===== src/rtl/uart_fifo_pkg.sv =====
package uart_fifo_pkg;
  typedef enum logic [2:0] {
    LVL_EIGHTH   = 3'd0,
    LVL_QUARTER  = 3'd1,
    LVL_HALF     = 3'd2,
    LVL_3QUARTER = 3'd3,
    LVL_7EIGHTH  = 3'd4
  } fill_lvl_e;

  // numerator over eighths of the queue depth
  function automatic int unsigned lvl_eighths(logic [2:0] code);
    case (code)
      LVL_EIGHTH:   return 1;
      LVL_QUARTER:  return 2;
      LVL_3QUARTER: return 6;
      LVL_7EIGHTH:  return 7;
      default:      return 4;
    endcase
  endfunction
endpackage


===== src/rtl/fifo_queue.sv =====
module fifo_queue #(
  parameter int W     = 8,
  parameter int DEPTH = 16,
  localparam int AW   = $clog2(DEPTH),
  localparam int CW   = $clog2(DEPTH) + 1
) (
  input  logic          clk,
  input  logic          rst_n,
  input  logic          deep,
  input  logic          flush,
  input  logic          push,
  input  logic [W-1:0]  push_data,
  input  logic          pop,
  output logic [W-1:0]  head,
  output logic          empty,
  output logic          full,
  output logic [CW-1:0] count,
  output logic          drop
);
  localparam logic [CW-1:0] DEPTH_C = CW'(DEPTH);

  logic [W-1:0]  mem [DEPTH];
  logic [AW-1:0] wr_ptr, rd_ptr;
  logic [CW-1:0] cap;
  logic          push_ok, pop_ok;

  assign cap     = deep ? DEPTH_C : CW'(1);
  assign empty   = (count == '0);
  assign full    = (count == cap);
  assign push_ok = push && !full && !flush;
  assign pop_ok  = pop && !empty && !flush;
  assign drop    = push && full && !flush;
  assign head    = mem[rd_ptr];

  always_ff @(posedge clk) begin
    if (push_ok) mem[wr_ptr] <= push_data;
  end

  always_ff @(posedge clk or negedge rst_n) begin
    if (!rst_n) begin
      wr_ptr <= '0;
      rd_ptr <= '0;
      count  <= '0;
    end else if (flush) begin
      wr_ptr <= '0;
      rd_ptr <= '0;
      count  <= '0;
    end else begin
      if (push_ok) wr_ptr <= wr_ptr + AW'(1);
      if (pop_ok)  rd_ptr <= rd_ptr + AW'(1);
      case ({push_ok, pop_ok})
        2'b10:   count <= count + CW'(1);
        2'b01:   count <= count - CW'(1);
        default: count <= count;
      endcase
    end
  end


  count_cap_chk: assert property (@(posedge clk) disable iff (!rst_n) count <= cap);

  flush_clear_chk: assert property (@(posedge clk) disable iff (!rst_n) flush |=> empty);

  push_pop_hold_chk: assert property (@(posedge clk) disable iff (!rst_n)
    (push && pop && !empty && !full && !flush) |=> $stable(count));

  drop_keep_chk: assert property (@(posedge clk) disable iff (!rst_n)
    (drop && !pop) |=> ($stable(count) && $stable(head)));

  empty_pop_chk: assert property (@(posedge clk) disable iff (!rst_n)
    (empty && !push && !flush) |=> empty);
endmodule


===== src/rtl/fifo_level_irq.sv =====
module fifo_level_irq
  import uart_fifo_pkg::*;
#(
  parameter int DEPTH   = 16,
  parameter bit FILL_UP = 1'b1,
  localparam int CW     = $clog2(DEPTH) + 1
) (
  input  logic          clk,
  input  logic          rst_n,
  input  logic          deep,
  input  logic [2:0]    code,
  input  logic [CW-1:0] count,
  output logic          irq
);
  logic [CW-1:0] thr;

  always_comb begin
    if (deep) thr = CW'((DEPTH * lvl_eighths(code)) / 8);
    else      thr = FILL_UP ? CW'(1) : CW'(0);
  end

  generate
    if (FILL_UP) begin : g_rx
      assign irq = (count >= thr);

      rx_zero_quiet_chk: assert property (@(posedge clk) disable iff (!rst_n)
        (count == '0) |-> !irq);
    end else begin : g_tx
      assign irq = (count <= thr);

      tx_zero_fire_chk: assert property (@(posedge clk) disable iff (!rst_n)
        (count == '0) |-> irq);
    end
  endgenerate
endmodule


===== src/rtl/uart_fifo_pair.sv =====
module uart_fifo_pair
  import uart_fifo_pkg::*;
#(
  parameter int DEPTH = 16,
  parameter int TXW   = 8,
  parameter int ERRW  = 4,
  localparam int RXW  = TXW + ERRW,
  localparam int CW   = $clog2(DEPTH) + 1
) (
  input  logic            clk,
  input  logic            rst_n,
  input  logic            cfg_wr,
  input  logic            cfg_deep,
  input  logic [2:0]      cfg_tx_lvl,
  input  logic [2:0]      cfg_rx_lvl,
  input  logic            tx_in_valid,
  output logic            tx_in_ready,
  input  logic [TXW-1:0]  tx_in_data,
  output logic            tx_out_valid,
  input  logic            tx_out_ready,
  output logic [TXW-1:0]  tx_out_data,
  input  logic            rx_in_valid,
  input  logic [TXW-1:0]  rx_in_data,
  input  logic [ERRW-1:0] rx_in_err,
  output logic            rx_out_valid,
  input  logic            rx_out_ready,
  output logic [RXW-1:0]  rx_out_data,
  output logic            tx_empty,
  output logic            tx_full,
  output logic            rx_empty,
  output logic            rx_full,
  output logic            rx_overrun,
  output logic            tx_irq,
  output logic            rx_irq
);
  logic          deep_q;
  logic [2:0]    tx_lvl_q, rx_lvl_q;
  logic          flush;
  logic [CW-1:0] tx_cnt, rx_cnt;
  logic          tx_drop, rx_drop;

  assign flush = cfg_wr && (cfg_deep != deep_q);

  always_ff @(posedge clk or negedge rst_n) begin
    if (!rst_n) begin
      deep_q     <= 1'b0;
      tx_lvl_q   <= LVL_HALF;
      rx_lvl_q   <= LVL_HALF;
      rx_overrun <= 1'b0;
    end else begin
      if (cfg_wr) begin
        deep_q   <= cfg_deep;
        tx_lvl_q <= cfg_tx_lvl;
        rx_lvl_q <= cfg_rx_lvl;
      end
      rx_overrun <= rx_drop;
    end
  end

  fifo_queue #(.W(TXW), .DEPTH(DEPTH)) u_txq (
    .clk, .rst_n, .deep(deep_q), .flush,
    .push(tx_in_valid), .push_data(tx_in_data), .pop(tx_out_ready),
    .head(tx_out_data), .empty(tx_empty), .full(tx_full),
    .count(tx_cnt), .drop(tx_drop)
  );

  fifo_queue #(.W(RXW), .DEPTH(DEPTH)) u_rxq (
    .clk, .rst_n, .deep(deep_q), .flush,
    .push(rx_in_valid), .push_data({rx_in_err, rx_in_data}), .pop(rx_out_ready),
    .head(rx_out_data), .empty(rx_empty), .full(rx_full),
    .count(rx_cnt), .drop(rx_drop)
  );

  fifo_level_irq #(.DEPTH(DEPTH), .FILL_UP(1'b0)) u_txirq (
    .clk, .rst_n, .deep(deep_q), .code(tx_lvl_q), .count(tx_cnt), .irq(tx_irq)
  );

  fifo_level_irq #(.DEPTH(DEPTH), .FILL_UP(1'b1)) u_rxirq (
    .clk, .rst_n, .deep(deep_q), .code(rx_lvl_q), .count(rx_cnt), .irq(rx_irq)
  );

  assign tx_in_ready  = !tx_full;
  assign tx_out_valid = !tx_empty;
  assign rx_out_valid = !rx_empty;


  overrun_cause_chk: assert property (@(posedge clk) disable iff (!rst_n)
    rx_overrun |-> $past(rx_in_valid && rx_full));

  tx_ready_full_chk: assert property (@(posedge clk) disable iff (!rst_n)
    tx_full |-> !tx_in_ready);

  rx_full_irq_chk: assert property (@(posedge clk) disable iff (!rst_n)
    rx_full |-> rx_irq);

  holding_full_chk: assert property (@(posedge clk) disable iff (!rst_n)
    (!deep_q && !rx_empty) |-> rx_full);
endmodule


===== config.mk =====
export PLATFORM = sky130hd
export DESIGN_NAME = uart_fifo_pair
export DESIGN_NICKNAME = d
export VERILOG_FILES = /design/src/rtl/uart_fifo_pkg.sv /design/src/rtl/fifo_queue.sv /design/src/rtl/fifo_level_irq.sv /design/src/rtl/uart_fifo_pair.sv
export SDC_FILE = /design/constraint.sdc
export NUM_CORES = 1
export LEC_CHECK = 0
export BUFFER_PORTS_ARGS = -buffer_cell sky130_fd_sc_hd__buf_2
export CAP_MARGIN = 30
export CORE_MARGIN = 3
export CORE_UTILIZATION = 55
export DETAILED_ROUTE_END_ITERATION = 16
export PLACE_DENSITY_LB_ADDON = 0.1
export SLEW_MARGIN = 15
export SYNTH_ARGS = -nofsm -noshare
export SYNTH_HDL_FRONTEND = slang
export SYNTH_SLANG_ARGS = --single-unit

===== constraint.sdc =====
create_clock -name clk -period 2.9 [get_ports clk]
set_input_delay 0.145 -clock clk [delete_from_list [all_inputs] [get_ports clk]]
set_output_delay 0.145 -clock clk [all_outputs]
set_load 0.03 [all_outputs]

==> results.yml, run 1 <==
outcome:
  outcome: "finished clean"
logic_synthesis:
  postSynthNetCount: 859
  synth-seq-cells: 354
  synth_cells: 800
  synth_edf_count: 320
  ys_warn_count: 0
  syn_avg_cell_area_um2: 18.25
  synth_top_cell_area_share: 0.6582
  yosys.cell_types.count: 54
  synth_largest_area_cell: "edfxtp_1"
  ys_top_cells_by_area: "edfxtp_1, mux4_2, dfrtp_1"
  syn_area_um2: 14600
  synthFlopType: "edfxtp_1"
  ys_seq_area_frac: 0.7167
  ys_async_sr_fraction: 0.09605
die:
  die_height_um: 168.9
  start_util: 0.5602
  die_x_um: 168.9
  dieArea_um2: 28530
  ios: 64
  rows: 59
  core_area_um2: 26060
hold_path:
  hp-start: "rx_in_data[6]"
  min_path_cells: 1
  hold_path_end: "u_rxq.mem[13][6]$_DFFE_PP_"
  hold_path_class: "in2reg"
route:
  route.antenna.remaining_nets: 0
  finalWirelength_um: 29250
  first_pass_iters: 5
  vias: 7771
  wl_per_cell_um: 22.67
  route.detailed.drc: 0
  drt_iter0_drc: 632
  vias_per_cell: 6.024
clock_tree:
  cts_htree_levels: 2
  cts-root-buf: "clkbuf_16"
  clock-sinks: 354
  insertion_delay_ns: 0.52
  cts_tree: "yes"
  clockBufferDepth: 3
  cts_buffers: 37
  cts.clk_slew.worst_paths_ns: 0.06
setup_path:
  crit_start: "u_rxq.rd_ptr[0]$_DFFE_PN0P_"
  critical_path.max_stage_delay_ns: 0.63
  reg2reg_from: "u_rxq.count[4]$_DFFE_PN0P_"
  rr_worst_depth: 10
  crit_path_cell_trace: "buf_4 -> mux4_2 -> mux4_2 -> buf_2"
  crit_buf_inv: 2
  path_delay_family: "multiplexers"
  cp_max_fo: 13
  cp-end-kind: "output pin"
  arrival_ns: 2.63
  crit_required_ns: 2.76
  ff2ff_setup_slack_ns: 0.17
  worst-setup-path-type: "reg2out"
  critPathLaunchType: "flop"
  critPathSlowestCell: "dfrtp_4"
  cp_common_cell: "mux4_2"
  timing.rr.end: "u_rxq.count[4]$_DFFE_PN0P_"
layout:
  final_cell_mix: "edfxtp_1, mux4_2, buf_2"
  fin_cells: 1290
  final_util: 0.6515
  fillCellCount: 1825
  drive_above_1_share: 0.3037
  syn2layout_area_growth_pct: 16.29
  diodes: 0
  final_nets: 986
  final_common_cell: "edfxtp_1"
placement:
  gp_congestion: 0.8504
  hpwl_um: 18760
  io_buffers: 63
  placed_cells: 1208
sta:
  final_max_slew_viol_count: 0
  finalSetupViolCount: 0
  max_freq_mhz: 360.6
  hold_violations: 0
  fin_crit_ns: 2.773
  relSlewSlack: 0.4387
  final.period_utilization: 0.9563
  rsz0062_at_grt: "no"
  tns_ns: 0
  worstMarginPinSlew_ns: 0.8420
  finClkSkew_ns: 0.01266
pwr:
  power_uw: 15720
  ir_drop_uv: 683.5
  p_per_area_nw_per_um2: 925.9
  p_leak_uw: 0.005879
global_route:
  grt_max_degree: 46
  grtUsageTotal: 0.2100
  antenna_found_initial: 0
  grt_first_pass_wirelength_um: 46060
  grt_pass1_vias: 8032
  grt.overflow.total: 0
run:
  max_cap_violations: 0
through the flow:
step           setup slack (ns)  instance area (µm²)  hold WS [ns]
2_1_floorplan           -0.1260                14600       -0.1506
3_3_place_gp             0.1662                15620        0.2627
3_5_place_dp            0.03005                15620        0.2682
4_1_cts                 0.01689                16930      0.001516
5_1_grt                 0.02672                16980       0.01307
6_report                 0.1268                16980       0.01694
worst reg2reg max path, delay by kind of cell, from the launching register on:
family	cells	cell delay (ns)
DFF	1	0.49
adders and majority gates	1	0.40
and+or+nand+nor	5	0.95
AOI/OAI and AO/OA	3	0.41
xor gates and xnor gates	1	0.34
worst max-delay path by stage:
stage / slack [ns] / cells past startpoint / to
floorplan: -0.13 / 7 / u_rxq.mem[0][0]$_DFFE_PP_
global placement: 0.17 / 11 / u_rxq.count[4]$_DFFE_PN0P_
detailed placement: 0.03 / 11 / u_rxq.count[4]$_DFFE_PN0P_
CTS: 0.02 / 11 / u_rxq.count[4]$_DFFE_PN0P_
global route: 0.03 / 11 / u_rxq.count[4]$_DFFE_PN0P_
finish: 0.13 / 4 / rx_out_data[3]
state kept, by name, summed over array words and instances (netlist names):
| signal | flops |
|---|---|
| deep_q | 1 |
| u_txq.wr_ptr | 4 |
| u_rxq.rd_ptr | 4 |
| u_txq.mem | 128 |
| u_txq.count | 5 |
| tx_lvl_q | 3 |
| rx_overrun | 1 |
| u_txq.rd_ptr | 4 |
| rx_lvl_q | 3 |
| u_rxq.count | 5 |
| u_rxq.wr_ptr | 4 |
| u_rxq.mem | 192 |
synth_stat cells, types with 4 or more instances:
cell	n
a21oi_1	21
a221oi_1	8
a22oi_1	8
and2_1	4
buf_1	4
buf_2	17
clkbuf_1	20
dfrtp_1	32
edfxtp_1	320
ha_1	23
inv_1	16
mux2_2	16
mux2i_1	24
mux4_2	76
nand2_1	33
nand2b_1	8
nand3_1	14
nor2_1	50
nor3_1	15
o21ai_0	23
xnor2_1	7
xor2_1	10
kinds of logic after synthesis:
group                    synth area share
adder cells (fa/ha/maj)           0.02245
multiplexers                       0.1460
AND/OR/NAND/NOR                   0.04980
buffers and inverters             0.01714
flip-flops                         0.7167
AO/OA/AOI/OAI                     0.03660
XOR/XNOR                          0.01131
metal layers:
layer	vias up	track usage	wire, µm
met2	281	0.3326	14370
li1	3436	-	-
met1	4017	0.3146	12480
met3	37	0.03316	1976
met5	-	0	0
met4	0	0.04909	419
power by group:
part	total (µW)	switching, µW	internal, µW
clock network	4550	1820	2730
registers	6380	398	5980
logic	4790	2660	2130
total	15700	4880	10800
what timing repair did:
item / CTS / global route
buffers inserted: 1 / 2
gates resized for setup: 0 / 6
gates cloned: 0 / 0
pin swaps: 0 / 1
hold endpoints to repair: 56 / 0
hold buffers: 12 / 0
endpoints found under the setup margin: 8 / 33
cell type report:
class                   instances  area (µm²)  area share
well taps                     335       419.2     0.02469
clock buffers                  48        1010     0.05947
repair buffers                131       913.4     0.05380
multi-input cells             387        3934      0.2317
inverters                      16       60.06    0.003537
clock inverters                19       170.2     0.01002
flip-flops and latches        354       10470      0.6168
No activity file was read; power rests on OpenSTA's default activity.
==> run 2: changes to the inputs <==
REMOVE_ABC_BUFFERS = 1   (was not set)
==> run 2 against run 1 <==
Compared with the run above:
- utilization about the same
- setup slack got worse by 0.039 ns
- sequential power about the same
- critical path type unchanged
- highest routed layer unchanged
==> results.yml, run 2 (synthesis gave the netlist of run 1 again) <==
route:
  route.detailed.drc: 0
  vias_per_cell: 6.015
  drt_iter0_drc: 685
  route.antenna.remaining_nets: 0
  wl_per_cell_um: 22.98
  finalWirelength_um: 29760
  vias: 7789
  first_pass_iters: 5
global_route:
  grt_first_pass_wirelength_um: 46060
  grt.overflow.total: 0
  grt_pass1_vias: 8085
  antenna_found_initial: 0
  grtUsageTotal: 0.2115
  grt_max_degree: 35
setup_path:
  path_delay_family: "multiplexers"
  critical_path.max_stage_delay_ns: 0.57
  crit_buf_inv: 2
  crit_required_ns: 2.76
  reg2reg_from: "u_txq.count[1]$_DFFE_PN0P_"
  cp-end-kind: "output pin"
  ff2ff_setup_slack_ns: 0.18
  crit_path_cell_trace: "buf_16 -> mux4_2 -> mux4_2 -> buf_2"
  cp_common_cell: "mux4_2"
  worst-setup-path-type: "reg2out"
  critPathLaunchType: "flop"
  arrival_ns: 2.67
  cp_max_fo: 32
  rr_worst_depth: 10
  timing.rr.end: "u_txq.count[4]$_DFFE_PN0P_"
  critPathSlowestCell: "dfrtp_4"
sta:
  rsz0062_at_grt: "no"
  worstMarginPinSlew_ns: 0.8780
  final.period_utilization: 0.9697
  finClkSkew_ns: 0.02924
  max_freq_mhz: 355.6
  hold_violations: 0
  whs_ns: 0.01537
  tns_ns: 0
  fin_crit_ns: 2.812
  final_max_slew_viol_count: 0
  relSlewSlack: 0.4146
  finalSetupViolCount: 0
clock_tree:
  cts_buffers: 36
  cts_htree_levels: 2
  cts_tree: "yes"
  insertion_delay_ns: 0.52
  post_cts_buffers: 0
  clockBufferDepth: 3
  clock-sinks: 354
  cts-root-buf: "clkbuf_16"
  cts.clk_slew.worst_paths_ns: 0.06
die:
  dieArea_um2: 28530
  die_height_um: 168.9
  start_util: 0.5602
  rows: 59
  die_x_um: 168.9
  ios: 64
  core_area_um2: 26060
pwr:
  p_leak_uw: 0.005886
  p_per_area_nw_per_um2: 915.2
  ir_drop_uv: 616.7
hold_path:
  hold_path_end: "u_rxq.mem[13][4]$_DFFE_PP_"
  min_path_cells: 1
  hold_path_class: "in2reg"
  hp-start: "rx_in_data[4]"
layout:
  final_nets: 995
  largest_reg_flops: 192
  diodes: 0
  largest_register: "u_rxq.mem"
  final_cell_mix: "edfxtp_1, mux4_2, buf_2"
  final_util: 0.6511
  regArea_um2: 10470
  final_common_cell: "edfxtp_1"
  multi_input_area_um2: 3920
  syn2layout_area_growth_pct: 16.22
  drive_above_1_share: 0.2958
  top_regs: "u_rxq.mem x192, u_txq.mem x128"
  fillCellCount: 1733
placement:
  io_buffers: 63
  hpwl_um: 18840
  gp_congestion: 0.7746
outcome:
  outcome: "finished clean"
run:
  max_cap_violations: 0
## run 2: where the power goes
group / switching, µW / total, µW / internal [µW]
sequential: 393 / 6370 / 5980
combinational: 2650 / 4790 / 2140
clock: 1820 / 4370 / 2550
## run 2: worst max path at each step
| stage | from | to | slack (ns) | depth (start not counted) |
|---|---|---|---|---|
| floorplan | u_rxq.rd_ptr[0]$_DFFE_PN0P_ | rx_out_data[0] | -0.50 | 2 |
| global placement | deep_q$_DFFE_PN0P_ | u_rxq.count[4]$_DFFE_PN0P_ | 0.24 | 11 |
| detailed placement | deep_q$_DFFE_PN0P_ | u_rxq.count[4]$_DFFE_PN0P_ | 0.13 | 11 |
| CTS | u_rxq.rd_ptr[0]$_DFFE_PN0P_ | rx_out_data[5] | 0.04 | 4 |
| global route | u_rxq.rd_ptr[0]$_DFFE_PN0P_ | rx_out_data[5] | 0.006 | 4 |
| finish | u_rxq.rd_ptr[0]$_DFFE_PN0P_ | rx_out_data[5] | 0.09 | 4 |
## run 2: metal layers
| metal | GRT usage | vias to the layer above | part of all wire |
|---|---|---|---|
| met3 | 0.02943 | 44 | 0.057 |
| met4 | 0.06617 | 0 | 0.022 |
| met5 | 0 | - | 0 |
| met1 | 0.3010 | 4038 | 0.43 |
| li1 | - | 3456 | - |
| met2 | 0.3463 | 251 | 0.49 |
## run 2: layout make-up
cell class | instances | area share
Tap cell | 335 | 0.02470
Clock buffer | 43 | 0.05464
Sequential cell | 354 | 0.6171
Multi-Input combinational cell | 387 | 0.2310
Inverter | 16 | 0.003540
Clock inverter | 19 | 0.01062
Timing Repair Buffer | 141 | 0.05840
## run 2: per-stage QoR
stage                     instances  worst slack (ns)  cell area (µm²)  power [µW]
after global placement         1215            0.2450            15660       11100
after floorplan                 757           -0.5000            14410        9757
final                          1295           0.08781            16970       15530
after detailed placement       1215            0.1314            15660       11240
after global routing           1295          0.005849            16970       16250
after CTS                      1295           0.03744            16950       15650
## run 2: worst reg2reg max path: stages (launching register included)
cell and delay [ns]:
dfrtp_1 0.45, nor3_4 0.28, o21ai_2 0.10, and2_1 0.18, or3_1 0.42, fa_1 0.43, nand2b_1 0.17, a21oi_1 0.17
and4_1 0.24, nor3_1 0.05, nor3_1 0.16
## run 2: what timing repair did
| action | in CTS | in global routing |
|---|---|---|
| resized for setup | 0 | 4 |
| hold buffers | 18 | 0 |
| endpoints found under the setup margin | 0 | 3 |
| hold endpoints to repair | 120 | 0 |
==> run 3: changes to the inputs <==
GPL_TIMING_DRIVEN = 0   (was not set)
==> run 3 against run 2 <==
Compared with the run above:
- sequential share of layout area is 0.94 points lower
- routed wire length rose by 2.0%
- largest power group unchanged
- via count down 0.42%
- design area rose by 1.7%
- critical endpoint is now u_rxq.count[4]$_DFFE_PN0P_
- die area is the same
==> results.yml, run 3 (synthesis gave the netlist of run 1 again) <==
outcome:
  outcome: "finished clean"
global_route:
  grt_max_degree: 49
  grtUsageTotal: 0.2138
  grt_pass1_vias: 8025
  antenna_found_initial: 0
  grt_first_pass_wirelength_um: 46340
  grt.overflow.total: 0
hold_path:
  min_path_cells: 1
  hold_path_class: "in2reg"
pwr:
  power.internal_uw: 10950
  swShare: 0.3107
  power_frac_clock: 0.278
  comb_power_share: 0.312
  p_sw_uw: 4938
  p_seq_frac: 0.410
  p_leak_uw: 0.005879
  p_per_area_nw_per_um2: 921.1
  ir_drop_uv: 673.1
die:
  die_x_um: 168.9
  start_util: 0.5602
  ios: 64
  die_height_um: 168.9
  rows: 59
  dieArea_um2: 28530
  core_area_um2: 26060
layout:
  fillCellCount: 1734
  final_nets: 990
  final_common_cell: "edfxtp_1"
  largest_register: "u_rxq.mem"
  syn2layout_area_growth_pct: 18.19
  drive_above_1_share: 0.3257
  diodes: 0
  largest_reg_flops: 192
  top_regs: "u_rxq.mem x192, u_txq.mem x128"
  final_cell_mix: "edfxtp_1, mux4_2, buf_2"
setup_path:
  worst-setup-path-type: "reg2reg"
  rr_worst_depth: 11
  cp-end-kind: "flop"
  arrival_ns: 3.18
  crit_required_ns: 3.27
  cp_max_fo: 7
  critPathLaunchType: "flop"
route:
  drt_iter0_drc: 582
  route.antenna.remaining_nets: 0
  vias_per_cell: 6.012
  wl_per_cell_um: 23.54
  first_pass_iters: 6
  finalWirelength_um: 30360
  vias: 7756
  route.detailed.drc: 0
sta:
  finalSetupViolCount: 0
  hold_violations: 0
  tns_ns: 0
  relSlewSlack: 0.3489
  setup_slack_ns: 0.09265
  final_max_slew_viol_count: 0
  fin_crit_ns: 2.807
  final.period_utilization: 0.9681
  worstMarginPinSlew_ns: 0.9767
  finClkSkew_ns: 0.01850
  max_freq_mhz: 356.2
placement:
  gp_congestion: 0.8109
  hpwl_um: 19000
  place_ws_ns: -0.6551
  io_buffers: 63
clock_tree:
  cts_htree_levels: 2
  cts.clk_slew.worst_paths_ns: 0.06
  cts_buffers: 37
  insertion_delay_ns: 0.51
  clock-sinks: 354
  cts_tree: "yes"
  clockBufferDepth: 3
  cts-root-buf: "clkbuf_16"
run:
  max_cap_violations: 0
run 3: cell count changes in the layout (fill, tap and decap cells not counted), sizes merged:
cell,previous run,this run
clkinv,14,8
dlygate4sd3,18,20
clkbuf,43,51
buf,123,114
run 3: power groups by stage:
stage          sequential (µW)  combinational, µW  clock [µW]
2_1_floorplan             6690               3070           0
3_3_place_gp              6950               3950           0
3_5_place_dp              6610               4530           0
4_1_cts                   6530               4680        4510
5_1_grt                   6570               5320        4740
6_report                  6520               4950        4420
run 3: final timing paths:
path / start / to / slack, ns
worst max-delay path: u_rxq.count[0]$_DFFE_PN0P_ / u_rxq.count[4]$_DFFE_PN0P_ / 0.09
worst min-delay path: rx_in_data[6] / u_rxq.mem[0][6]$_DFFE_PP_ / 0.03
worst max register to register: u_rxq.count[0]$_DFFE_PN0P_ / u_rxq.count[4]$_DFFE_PN0P_ / 0.09
worst min register to register: rx_lvl_q[2]$_DFFE_PN0P_ / rx_lvl_q[2]$_DFFE_PN0P_ / 0.55
max in group asynchronous: rst_n / u_txq.rd_ptr[1]$_DFFE_PN0P_ / 2.03
min in group asynchronous: rst_n / tx_lvl_q[0]$_DFFE_PN0P_ / 0.27
run 3: layout make-up:
class	count	area (µm²)	share of cell area
Clock buffer	50	974.7	0.05649
Timing Repair Buffer	135	1094	0.06338
Multi-Input combinational cell	387	4075	0.2362
Clock inverter	13	146.4	0.008484
Inverter	16	60.06	0.003481
Tap cell	335	419.2	0.02429
Sequential cell	354	10490	0.6077
run 3: through the flow:
stage	util	std cells	power [µW]	hold WS (ns)	area [µm²]
5_1_grt	0.6621	1290	16630	0.02157	17250
3_5_place_dp	0.5963	1181	11140	0.2820	15540
6_report	0.6621	1290	15890	0.02805	17250
4_1_cts	0.6523	1271	15720	0.003828	17000
2_1_floorplan	-	757	9757	-0.1506	14410
3_3_place_gp	0.5811	1155	10890	0.2644	15140
run 3: worst max-delay path, stage by stage (launching register included):
cell and delay, ns:
dfrtp_2 0.46, inv_1 0.13, ha_4 0.31, a31oi_4 0.09
nor2_2 0.13, nand2_1 0.11, fa_1 0.41, nand2b_1 0.19
o2bb2ai_2 0.16, or4_1 0.43, o2111ai_1 0.15, nand3_1 0.11
run 3: repair_timing:
item	4_1_cts	5_1_grt
hold buffers	20	0
pin swaps	4	2
endpoints found under the hold margin	152	0
setup endpoints to repair	205	50
setup buffers	7	18
resized for setup	23	21
gates cloned	0	1
run 3: metal layers:
metal,share of wire,track usage
met1,0.42,0.2952
met2,0.51,0.3574
met3,0.059,0.04250
met4,0.018,0.05194
met5,0,0
